`config.mk`:
```
export PLATFORM = sky130hd
export DESIGN_NAME = otree_port
export DESIGN_NICKNAME = d
export VERILOG_FILES = /design/src/rtl/otree_pkg.sv /design/src/rtl/otree_rr.sv /design/src/rtl/otree_route.sv /design/src/rtl/otree_merge.sv /design/src/rtl/otree_port.sv
export SDC_FILE = /design/constraint.sdc
export NUM_CORES = 1
export LEC_CHECK = 0
export ABC_AREA = 1
export CAP_MARGIN = 20
export CORE_MARGIN = 2
export CORE_UTILIZATION = 45
export CTS_CLUSTER_SIZE = 24
export DETAILED_ROUTE_END_ITERATION = 16
export DONT_BUFFER_PORTS = 1
export GPL_ROUTABILITY_DRIVEN = 0
export SYNTH_ARGS = -nofsm -noshare
export SYNTH_HDL_FRONTEND = slang
export SYNTH_HIERARCHICAL = 1
export SYNTH_SLANG_ARGS = --single-unit
```
`constraint.sdc`:
```
create_clock -name clk -period 7.6 [get_ports clk]
set_input_delay 1.14 -clock clk [delete_from_list [all_inputs] [get_ports clk]]
set_output_delay 1.14 -clock clk [all_outputs]
set_load 0.02 [all_outputs]
```
`src/rtl/otree_pkg.sv`:
```
package otree_pkg;

  // flit field positions
  localparam int KIND_LSB  = 0;
  localparam int PORT_LSB  = 2;
  localparam int PORT_W    = 3;
  localparam int COORD_LSB = 5;

  // next-hop direction codes
  localparam logic [2:0] DIR_LOCAL = 3'd0;
  localparam logic [2:0] DIR_EAST  = 3'd1;
  localparam logic [2:0] DIR_WEST  = 3'd2;
  localparam logic [2:0] DIR_NORTH = 3'd3;
  localparam logic [2:0] DIR_SOUTH = 3'd4;

  function automatic int ipow(int b, int e);
    int r;
    r = 1;
    for (int i = 0; i < e; i++) r = r * b;
    return r;
  endfunction

  // smallest level count (at least one) whose fan-in covers n
  function automatic int tree_levels(int n, int m);
    int lv;
    int span;
    lv = 1;
    span = m;
    for (int i = 0; i < 30; i++) begin
      if (span < n) begin
        span = span * m;
        lv = lv + 1;
      end
    end
    return lv;
  endfunction

  // first wire index of level l in the flattened wire array
  function automatic int level_base(int l, int lv, int m);
    int acc;
    acc = 0;
    for (int k = 0; k < l; k++) acc = acc + ipow(m, lv - k);
    return acc;
  endfunction

  function automatic int dir_dx(int d);
    return (d == 1) ? 1 : (d == 2) ? -1 : 0;
  endfunction

  function automatic int dir_dy(int d);
    return (d == 3) ? 1 : (d == 4) ? -1 : 0;
  endfunction

  // X-first dimension-ordered decision taken at switch (nx, ny)
  function automatic logic [2:0] dor_port(int nx, int ny, int tx, int ty);
    if (tx > nx) return DIR_EAST;
    if (tx < nx) return DIR_WEST;
    if (ty > ny) return DIR_NORTH;
    if (ty < ny) return DIR_SOUTH;
    return DIR_LOCAL;
  endfunction

  function automatic logic kind_is_head(logic [1:0] k);
    return k[0];
  endfunction

  function automatic logic kind_is_tail(logic [1:0] k);
    return k[1];
  endfunction

endpackage

```
`src/rtl/otree_rr.sv`:
```
module otree_rr #(
  parameter int WAYS = 2
) (
  input  logic                                  clk,
  input  logic                                  rst_n,
  input  logic [WAYS-1:0]                       req,
  input  logic                                  en,
  input  logic                                  hold,
  input  logic [((WAYS > 1) ? $clog2(WAYS) : 1)-1:0] hold_idx,
  output logic [WAYS-1:0]                       gnt,
  output logic [((WAYS > 1) ? $clog2(WAYS) : 1)-1:0] gnt_idx
);
  localparam int IW = (WAYS > 1) ? $clog2(WAYS) : 1;

  logic [IW-1:0] last_q;
  logic          found;
  int            cand;

  always_comb begin
    gnt     = '0;
    gnt_idx = '0;
    found   = 1'b0;
    cand    = 0;
    if (en) begin
      if (hold) begin
        if (req[hold_idx]) begin
          gnt[hold_idx] = 1'b1;
          gnt_idx       = hold_idx;
        end
      end else begin
        for (int k = 1; k <= WAYS; k++) begin
          cand = (int'(last_q) + k) % WAYS;
          if (!found && req[cand]) begin
            found     = 1'b1;
            gnt[cand] = 1'b1;
            gnt_idx   = IW'(cand);
          end
        end
      end
    end
  end

  always_ff @(posedge clk) begin
    if (!rst_n) last_q <= IW'(WAYS - 1);
    else if (|gnt) last_q <= gnt_idx;
  end

endmodule

```
`src/rtl/otree_route.sv`:
```
module otree_route
  import otree_pkg::*;
#(
  parameter int FLIT_W   = 24,
  parameter int COORD_W  = 3,
  parameter int HERE_X   = 2,
  parameter int HERE_Y   = 2,
  parameter int LINK_DIR = 1
) (
  input  logic [FLIT_W-1:0] flit_in,
  output logic [FLIT_W-1:0] flit_out
);
  localparam int NEXT_X = HERE_X + dir_dx(LINK_DIR);
  localparam int NEXT_Y = HERE_Y + dir_dy(LINK_DIR);

  logic [COORD_W-1:0] dest_x, dest_y;
  logic [2:0]         hop;

  assign dest_x = flit_in[COORD_LSB +: COORD_W];
  assign dest_y = flit_in[COORD_LSB + COORD_W +: COORD_W];
  assign hop    = dor_port(NEXT_X, NEXT_Y, int'(dest_x), int'(dest_y));

  always_comb begin
    flit_out = flit_in;
    if (kind_is_head(flit_in[KIND_LSB +: 2])) flit_out[PORT_LSB +: PORT_W] = hop;
  end

endmodule

```
`src/rtl/otree_merge.sv`:
```
module otree_merge
  import otree_pkg::*;
#(
  parameter int RADIX    = 2,
  parameter int FLIT_W   = 24,
  parameter bit DO_ROUTE = 0,
  parameter int COORD_W  = 3,
  parameter int HERE_X   = 2,
  parameter int HERE_Y   = 2,
  parameter int LINK_DIR = 1
) (
  input  logic                         clk,
  input  logic                         rst_n,
  input  logic [RADIX-1:0]             up_req,
  output logic [RADIX-1:0]             up_ready,
  input  logic [RADIX-1:0][FLIT_W-1:0] up_flit,
  output logic                         dn_req,
  input  logic                         dn_ready,
  output logic [FLIT_W-1:0]            dn_flit
);
  localparam int IW = (RADIX > 1) ? $clog2(RADIX) : 1;

  logic [1:0]        fill_q;
  logic [FLIT_W-1:0] slot0_q, slot1_q;
  logic              locked_q;
  logic [IW-1:0]     lock_idx_q;

  // named internal events
  logic              has_space;
  logic [RADIX-1:0]  gnt;
  logic [IW-1:0]     gnt_idx;
  logic              push, pop;
  logic [FLIT_W-1:0] picked, stored;

  assign has_space = (fill_q != 2'd2);

  otree_rr #(.WAYS(RADIX)) i_rr (
    .clk      (clk),
    .rst_n    (rst_n),
    .req      (up_req),
    .en       (has_space),
    .hold     (locked_q),
    .hold_idx (lock_idx_q),
    .gnt      (gnt),
    .gnt_idx  (gnt_idx)
  );

  assign up_ready = gnt;
  assign push     = |gnt;
  assign picked   = up_flit[gnt_idx];
  assign dn_req   = (fill_q != 2'd0);
  assign dn_flit  = slot0_q;
  assign pop      = dn_req && dn_ready;

  generate
    if (DO_ROUTE) begin : g_route
      otree_route #(
        .FLIT_W(FLIT_W), .COORD_W(COORD_W),
        .HERE_X(HERE_X), .HERE_Y(HERE_Y), .LINK_DIR(LINK_DIR)
      ) i_route (
        .flit_in  (picked),
        .flit_out (stored)
      );
    end else begin : g_pass
      assign stored = picked;
    end
  endgenerate

  // packet lock: keep the granted input until its tail passes
  always_ff @(posedge clk) begin
    if (!rst_n) begin
      locked_q   <= 1'b0;
      lock_idx_q <= '0;
    end else if (push) begin
      locked_q   <= !kind_is_tail(picked[KIND_LSB +: 2]);
      lock_idx_q <= gnt_idx;
    end
  end

  // two-slot elastic register
  always_ff @(posedge clk) begin
    if (!rst_n) begin
      fill_q  <= 2'd0;
      slot0_q <= '0;
      slot1_q <= '0;
    end else begin
      case ({push, pop})
        2'b10: begin
          if (fill_q == 2'd0) slot0_q <= stored;
          else                slot1_q <= stored;
          fill_q <= fill_q + 2'd1;
        end
        2'b01: begin
          slot0_q <= slot1_q;
          fill_q  <= fill_q - 2'd1;
        end
        2'b11: begin
          if (fill_q == 2'd1) slot0_q <= stored;
          else begin
            slot0_q <= slot1_q;
            slot1_q <= stored;
          end
        end
        default: ;
      endcase
    end
  end


  stage_hold_chk: assert property (@(posedge clk) disable iff (!rst_n)
    dn_req && !dn_ready |=> dn_req && $stable(dn_flit));


  stage_lock_chk: assert property (@(posedge clk) disable iff (!rst_n)
    push && !kind_is_tail(picked[KIND_LSB +: 2]) |=> !push || (gnt_idx == $past(gnt_idx)));

endmodule

```
`src/rtl/otree_port.sv`:
```
module otree_port
  import otree_pkg::*;
#(
  parameter int N_IN     = 5,
  parameter int RADIX    = 2,
  parameter int FLIT_W   = 24,
  parameter int COORD_W  = 3,
  parameter int HERE_X   = 2,
  parameter int HERE_Y   = 2,
  parameter int LINK_DIR = 1
) (
  input  logic                        clk,
  input  logic                        rst_n,
  input  logic [N_IN-1:0]             in_req,
  output logic [N_IN-1:0]             in_ready,
  input  logic [N_IN-1:0][FLIT_W-1:0] in_flit,
  output logic                        out_req,
  input  logic                        out_ready,
  output logic [FLIT_W-1:0]           out_flit
);
  localparam int LV    = tree_levels(N_IN, RADIX);
  localparam int PAD   = ipow(RADIX, LV);
  localparam int TOTAL = level_base(LV + 1, LV, RADIX);
  localparam int ROOT  = TOTAL - 1;

  logic              w_req   [TOTAL];
  logic              w_ready [TOTAL];
  logic [FLIT_W-1:0] w_flit  [TOTAL];

  genvar gi, gl, gs, gj;

  // leaves: real inputs, then padding that never requests
  generate
    for (gi = 0; gi < PAD; gi++) begin : g_leaf
      if (gi < N_IN) begin : g_real
        assign w_req[gi]    = in_req[gi];
        assign w_flit[gi]   = in_flit[gi];
        assign in_ready[gi] = w_ready[gi];
      end else begin : g_spare
        assign w_req[gi]  = 1'b0;
        assign w_flit[gi] = '0;

        spare_idle_chk: assert property (@(posedge clk) disable iff (!rst_n)
          !w_ready[gi]);
      end
    end
  endgenerate

  // merge tree, level 0 at the leaves; the root stage routes
  generate
    for (gl = 0; gl < LV; gl++) begin : g_lvl
      for (gs = 0; gs < ipow(RADIX, LV - 1 - gl); gs++) begin : g_stage
        localparam int SRC = level_base(gl, LV, RADIX) + gs * RADIX;
        localparam int DST = level_base(gl + 1, LV, RADIX) + gs;
        logic [RADIX-1:0]             s_req, s_ready;
        logic [RADIX-1:0][FLIT_W-1:0] s_flit;
        for (gj = 0; gj < RADIX; gj++) begin : g_in
          assign s_req[gj]         = w_req[SRC + gj];
          assign s_flit[gj]        = w_flit[SRC + gj];
          assign w_ready[SRC + gj] = s_ready[gj];
        end
        otree_merge #(
          .RADIX(RADIX), .FLIT_W(FLIT_W), .DO_ROUTE(gl == LV - 1),
          .COORD_W(COORD_W), .HERE_X(HERE_X), .HERE_Y(HERE_Y), .LINK_DIR(LINK_DIR)
        ) i_stage (
          .clk      (clk),
          .rst_n    (rst_n),
          .up_req   (s_req),
          .up_ready (s_ready),
          .up_flit  (s_flit),
          .dn_req   (w_req[DST]),
          .dn_ready (w_ready[DST]),
          .dn_flit  (w_flit[DST])
        );
      end
    end
  endgenerate

  assign out_req       = w_req[ROOT];
  assign out_flit      = w_flit[ROOT];
  assign w_ready[ROOT] = out_ready;

  // checker state: a packet is open at the output link
  logic out_fire, pkt_open_q;
  assign out_fire = out_req && out_ready;

  always_ff @(posedge clk) begin
    if (!rst_n) pkt_open_q <= 1'b0;
    else if (out_fire) pkt_open_q <= !kind_is_tail(out_flit[KIND_LSB +: 2]);
  end


  reset_quiet_chk: assert property (@(posedge clk) disable iff (!rst_n)
    $rose(rst_n) |-> !out_req && (in_ready == '0));


  out_hold_chk: assert property (@(posedge clk) disable iff (!rst_n)
    out_req && !out_ready |=> out_req && $stable(out_flit));


  no_interleave_chk: assert property (@(posedge clk) disable iff (!rst_n)
    out_fire && pkt_open_q |-> !kind_is_head(out_flit[KIND_LSB +: 2]));


  head_first_chk: assert property (@(posedge clk) disable iff (!rst_n)
    out_fire && !pkt_open_q |-> kind_is_head(out_flit[KIND_LSB +: 2]));


  hop_code_chk: assert property (@(posedge clk) disable iff (!rst_n)
    out_fire && kind_is_head(out_flit[KIND_LSB +: 2]) |-> out_flit[PORT_LSB +: PORT_W] <= 3'd4);

endmodule

```
# Word-level counts from Yosys, hierarchy flattened
# Index checks and enable logic that the tools add are counted.
# word_totals
register_bits	371
inputBits	128
out_inout_bits	30
elab_cells	586
# classes
add_sub_neg	28
magnitude_cmp	53
eq_ne	56
mux	281
n_bitwise	21
n_reduce_logical	105
# ops
op	count
two-way mux 24 bit	41
case mux 24 bit (3 select lines)	7
case mux 24 bit (2 select lines)	7
two-way mux 1 bit	140
two-way mux 2 bit	49
< comparator 2 x 3 -> 1 bit (second input constant)	14
inequality test 2 bit (second input constant)	21
nonzero test 2 bit	21
logical AND 1 bit	35
== test 2 x 1 -> 1 bit (second input constant)	14
== test 2 bit (second input constant)	14
greater-or-equal comparator 2 x 1 -> 1 bit (second input constant)	14
< comparator 1 x 2 -> 1 bit (second input constant)	14
case mux 2 bit (2 select lines)	7
two-way mux 3 bit	9
demux 1 bit (select 1 bit)	21
AND reduction 3 bit	7
nonzero test 3 bit	7
adder 1 bit (second input constant)	14
adder 2 x 1 -> 2 bit (second input constant)	7
AND 1 bit (first input constant)	14
zero test 1 bit	14
zero test 2 bit	7
inequality test 2 x 1 -> 1 bit (second input constant)	7
other kinds (7)	39

# Logic depth before layout (Yosys ltp)
# logic_depth
depth_word	30
ltp_mapped	19
mapped_depth_nobuf	17

# Modules after synthesis
# The synthesis kept the hierarchy.
# by_module_without_submodules
mod	n_inst	cells_per_inst	area_per_inst_um2	seq_area_each_um2
otree_merge at g_lvl[0].g_stage[1].i_stage ...	5	495	3105.5	1041.0
otree_merge at g_lvl[2].g_stage[0].i_stage	1	466	2986.6	1041.0
otree_merge at g_lvl[0].g_stage[0].i_stage	1	456	2813.9	1041.0
otree_rr	7	17	90.1	20.0
otree_route	1	38	232.7	0.0
otree_port	1	1	3.8	0.0

# Least setup slack after synthesis
# OpenSTA, ideal clock, no wires.
# synth_path
path_type	input -> register
startpoint	input port in_req[0]
endpoint	register g_lvl[0].g_stage[0].i_stage.slot0_q[10]
setup_ns	0.111
t_arrival_ns	2.809
required_ns	7.489
path_slack_ns	4.680
cell_stages	11
n_path_buf	1
cell_sequence	nand3_1 > nor2_1 > inv_1 > nand2_2 > inv_1 > ha_1 > a21oi_1 > buf_2 > nor2_1 > nor2_1 > nor2_1
# synth_via
elab_chain_cells	15
word_cells_on_any_way	38
cone_classes	eq/ne: 4; mux: 28; bitwise: 1; reduce/logical: 5
# synth_lines
item	line_no	text
from (decl)	otree_port.sv:14	input logic [N_IN-1:0] in_req,
two-way mux 1 bit (implied by the code) (3 in a row)	otree_rr.sv:33	if (!found && req[cand]) begin
two-way mux 1 bit	otree_rr.sv:33	
two-way mux 1 bit	otree_rr.sv:25	if (hold) begin
two-way mux 1 bit	otree_rr.sv:24	if (en) begin
zero test 1 bit	otree_rr.sv:33	
logical AND 1 bit	otree_rr.sv:33	
two-way mux 2 bit	otree_rr.sv:33	
two-way mux 2 bit (*)	otree_rr.sv:25	
two-way mux 2 bit (*)	otree_rr.sv:24	
net in_ready[0]	otree_port.sv:15	output logic [N_IN-1:0] in_ready,
OR reduction 2 bit (*)	otree_merge.sv:49	assign push = |gnt;
net g_lvl[0].g_stage[0].i_stage.push	otree_merge.sv:32	logic push, pop;
== test 2 bit / == test 2 x 1 -> 1 bit (equally long branches)	otree_merge.sv:87	case ({push, pop})
inequality test 2 x 1 -> 1 bit (no source line) / nonzero test 3 bit (equally long branches)	-	
AND reduction 2 bit (no source line)	-	
to (signal assigned)	otree_merge.sv:89	if (fill_q == 2'd0) slot0_q <= stored;
to (signal assigned)	otree_merge.sv:94	slot0_q <= slot1_q;
to (signal assigned)	otree_merge.sv:98	if (fill_q == 2'd1) slot0_q <= stored;
to (decl)	otree_merge.sv:24	logic [FLIT_W-1:0] slot0_q, slot1_q;
# The timed path passes the listed nets; every way through them passes the cells marked *. The select of a mux whose other input is x is not followed.
# A chain may end at the register's enable or synchronous reset.

# Worst setup path in the final report
# layout_path
startpoint	register g_lvl[0].g_stage[0].i_stage.fill_q[0]
endpoint	register g_lvl[0].g_stage[0].i_stage.slot1_q[9]
# layout_via
elab_chain_cells	16
word_cells_on_any_way	40
cone_classes	eq/ne: 6; mux: 25; bitwise: 1; reduce/logical: 8
# layout_lines
item	line_no	text
from (decl)	otree_merge.sv:23	logic [1:0] fill_q;
from (signal assigned)	otree_merge.sv:91	fill_q <= fill_q + 2'd1;
from (signal assigned)	otree_merge.sv:95	fill_q <= fill_q - 2'd1;
nonzero test 2 bit (*)	otree_merge.sv:51	assign dn_req = (fill_q != 2'd0);
net g_lvl[1].g_stage[0].s_req[0]	otree_port.sv:55	logic [RADIX-1:0] s_req, s_ready;
two-way mux 1 bit (implied by the code) (3 in a row)	otree_rr.sv:33	
two-way mux 1 bit	otree_rr.sv:33	
two-way mux 1 bit	otree_rr.sv:25	
two-way mux 1 bit	otree_rr.sv:24	
zero test 1 bit	otree_rr.sv:33	
logical AND 1 bit	otree_rr.sv:33	
two-way mux 2 bit	otree_rr.sv:33	
two-way mux 2 bit (*)	otree_rr.sv:25	
two-way mux 2 bit (*)	otree_rr.sv:24	
net g_lvl[1].g_stage[0].s_ready[0]	otree_port.sv:55	
logical AND 1 bit (*)	otree_merge.sv:53	assign pop = dn_req && dn_ready;
== test 2 bit	otree_merge.sv:87	
inequality test 2 bit (no source line) / nonzero test 2 bit (equally long branches)	-	
AND reduction 3 bit (no source line)	-	
to (signal assigned)	otree_merge.sv:90	else slot1_q <= stored;
to (signal assigned)	otree_merge.sv:101	slot1_q <= stored;
to (decl)	otree_merge.sv:24	
# Marks and branches as above.

==> impl_metrics.toml <==
[global_route]
antenna_found_initial = 0
grt_pass1_wl_mm = 90.63
grt_pass1_vias = 17720
grt.overflow.total = 0
grt_usage = 0.2154
grt_max_degree = 365

[finish]
drive_above_1_share = 0.08211
syn2layout_area_growth_pct = 4.622
n_antenna_cell = 0
utilization = 0.4754
fin_nets = 3622
final_area_um2 = 23220

[sta]
max_freq_mhz = 263.4
fin_hold_ws_ps = 478.8
finClkSkew_ps = 18.25
hold_viol = 0
rsz0062_at_grt = "no"
drv_slew = 0
min_period_ps = 3796
setup_violations = 0
fin_crit_sh = 0.4995
tightest_slew_ps = 1125
slew-limit-headroom = 0.2502
setup_tns_ps = 0

[worst_setup_path]
startpoint_type = "register"
required_ps = 8110
critPathCaptureType = "register"
arrival_ps = 4300
crit_fanout = 28
critPathKind = "register to register"
r2r_setup_slack_ps = 3800

[pwr]
power.leakage_nw = 10.97
total_power_w = 0.01117
ir_drop_v = 0.0002058
powerDensity_nw_per_um2 = 480.9

[die]
floorplan.initialDensity = 0.4544
io_pins = 158
fp.dieArea_um2 = 51110
die_h_um = 226.1
core_um2 = 48850
die_x_um = 226.1
rows = 81

[cts]
cts_buffers = 44
clk_pin_slew_worst_paths_ps = 60
cts.path.max_buffers = 3
clk_latency_ps = 570
tritoncts = "built"
clockRootBuffer = "clkbuf_16"
ctsHoldBuffers = 0
htreeDepth = 2
cts_resized = 0
cts.sinks = 371
cts_setup_buffers = 0

[placement]
io_buffers = 0
dpl-instance-area_um2 = 21690
hpwlAfterDp_mm = 34.51

[synth]
synth_common_cells = "nand2_1 (1,221), nor2_1 (727), dfxtp_1 (371)"
avgSynthCellArea_um2 = 6.243
ys_types = 27
synthTopCellsByArea = "dfxtp_1 (33%), nand2_1 (21%), nor2_1 (12%)"
synth_edf_count = 0
synth_top_cell_by_area = "dfxtp_1"
yosys_warnings = 6
ys_ff_latch = 371
seq_area_frac_synth = 0.3346
synth-compound-area-share = 0.1000
synth-main-ff-cell = "dfxtp_1"
synthXorXnorAreaFrac = 0.0003946
synthMuxAreaShare = 0.01167
synth_fa_ha_area_frac = 0.02424
synthSimpleGateAreaFrac = 0.4008
yosysMostFrequentCell = "nand2_1"
syn_area_um2 = 22200
syn_inst = 3555
synth_top_family_by_area = "simple AND/OR/NAND/NOR gates"
yosysTopAreaCellShare = 0.3346
synthArstFlopShare = 0

[outcome]
status = "finished clean"

[routing]
dr.pass1.iters = 5
totalWireLength_mm = 55.13
drt-wirelength-per-cell_um = 13.29
via_count = 19550
antenna_left = 0
drt_iter0_markers = 1557
drc = 0
viasPerCell = 4.714

[job]
max_cap_viol_count = 0

[min_path]
hp-class = "register to register"
-- final cells by class --
| type | instances | area, um^2 |
|---|---|---|
| fill | 5312 | 25630 |
| multi-input combinational | 2712 | 12210 |
| sequential | 371 | 7427 |
| clock buffer | 61 | 1255 |
| inverter | 319 | 1197 |
| tap | 664 | 830.8 |
| clock inverter | 17 | 275.3 |
| timing repair buffer | 3 | 22.52 |
-- report_power, final --
part,internal [W],leakage [nW],switching (W)
Clock,0.00139,0.758,0.000859
Sequential,0.00263,3.07,0.000428
Combinational,0.00183,7.15,0.00403
Total,0.00585,11.0,0.00531
-- stage by stage --
step                instances  setup WS (ps)
global route             4147           3347
global placement         4069           3982
detailed placement       4069           3854
CTS                      4147           3829
floorplan                3632           4680
finish                   4147           3804
-- worst paths after layout --
kind / from / endpoint / cells after the start
max reg2reg: g_lvl[0].g_stage[0].i_stage/fill_q[0] / g_lvl[0].g_stage[0].i_stage/slot1_q[9] / 14
max: g_lvl[0].g_stage[0].i_stage/fill_q[0] / g_lvl[0].g_stage[0].i_stage/slot1_q[9] / 14
min reg2reg: g_lvl[0].g_stage[0].i_stage/slot1_q[1] / g_lvl[0].g_stage[0].i_stage/slot1_q[1] / 2
min: g_lvl[0].g_stage[0].i_stage/slot1_q[1] / g_lvl[0].g_stage[0].i_stage/slot1_q[1] / 2
-- cells by family after synthesis --
kind of cell / after synthesis
DFF: 371
other: 1
AOI/OAI and AO/OA: 367
and+or+nand+nor: 2200
buffers and inverters: 549
xor gates and xnor gates: 1
muxes: 23
adders and majority gates: 43
-- routing by layer --
metal	part of all wire	routed length, um	GRT usage
met5	0	0	0
met1	0.50	27590	0.3044
met2	0.45	24560	0.3462
met4	0.019	1022	0.05688
met3	0.036	1961	0.02641
-- worst max-delay path, cell delays in order, from the launching register on --
cell and delay (ps):
dfxtp_1 380, inv_1 90, ha_1 280, inv_1 140, nand3_1 110, nor2_1 270
inv_2 70, nor2_4 520, inv_2 380, ha_1 300, nand2_1 70, nand3_2 390
inv_2 520, nor2_1 80, nor2_1 130
-- registers in the layout, indices dropped and copies added, names as in the netlist --
name and flops:
g_lvl.g_stage.i_stage/dn_flit 168, g_lvl.g_stage.i_stage/slot1_q 168, g_lvl.g_stage.i_stage/locked_q 7, g_lvl.g_stage.i_stage/fill_q 14, g_lvl.g_stage.i_stage/lock_idx_q 7, g_lvl.g_stage.i_stage/i_rr/last_q 7
-- cell usage in the layout (no fill, tap or decap), types with 22 or more instances in the layout --
| master | synthesis | layout |
|---|---|---|
| nor2_1 | 727 | 727 |
| clkbuf_16 | 0 | 44 |
| dfxtp_1 | 371 | 371 |
| mux2_2 | 23 | 23 |
| nand3b_1 | 30 | 30 |
| inv_1 | 289 | 289 |
| conb_1 | 1 | 78 |
| inv_2 | 30 | 30 |
| a21oi_2 | 100 | 100 |
| ha_1 | 43 | 43 |
| o21ai_0 | 170 | 170 |
| nand3_1 | 164 | 164 |
| a21oi_1 | 73 | 73 |
| nand2_1 | 1221 | 1221 |
| o21ai_1 | 22 | 22 |
(Power assumes the default switching activity.)
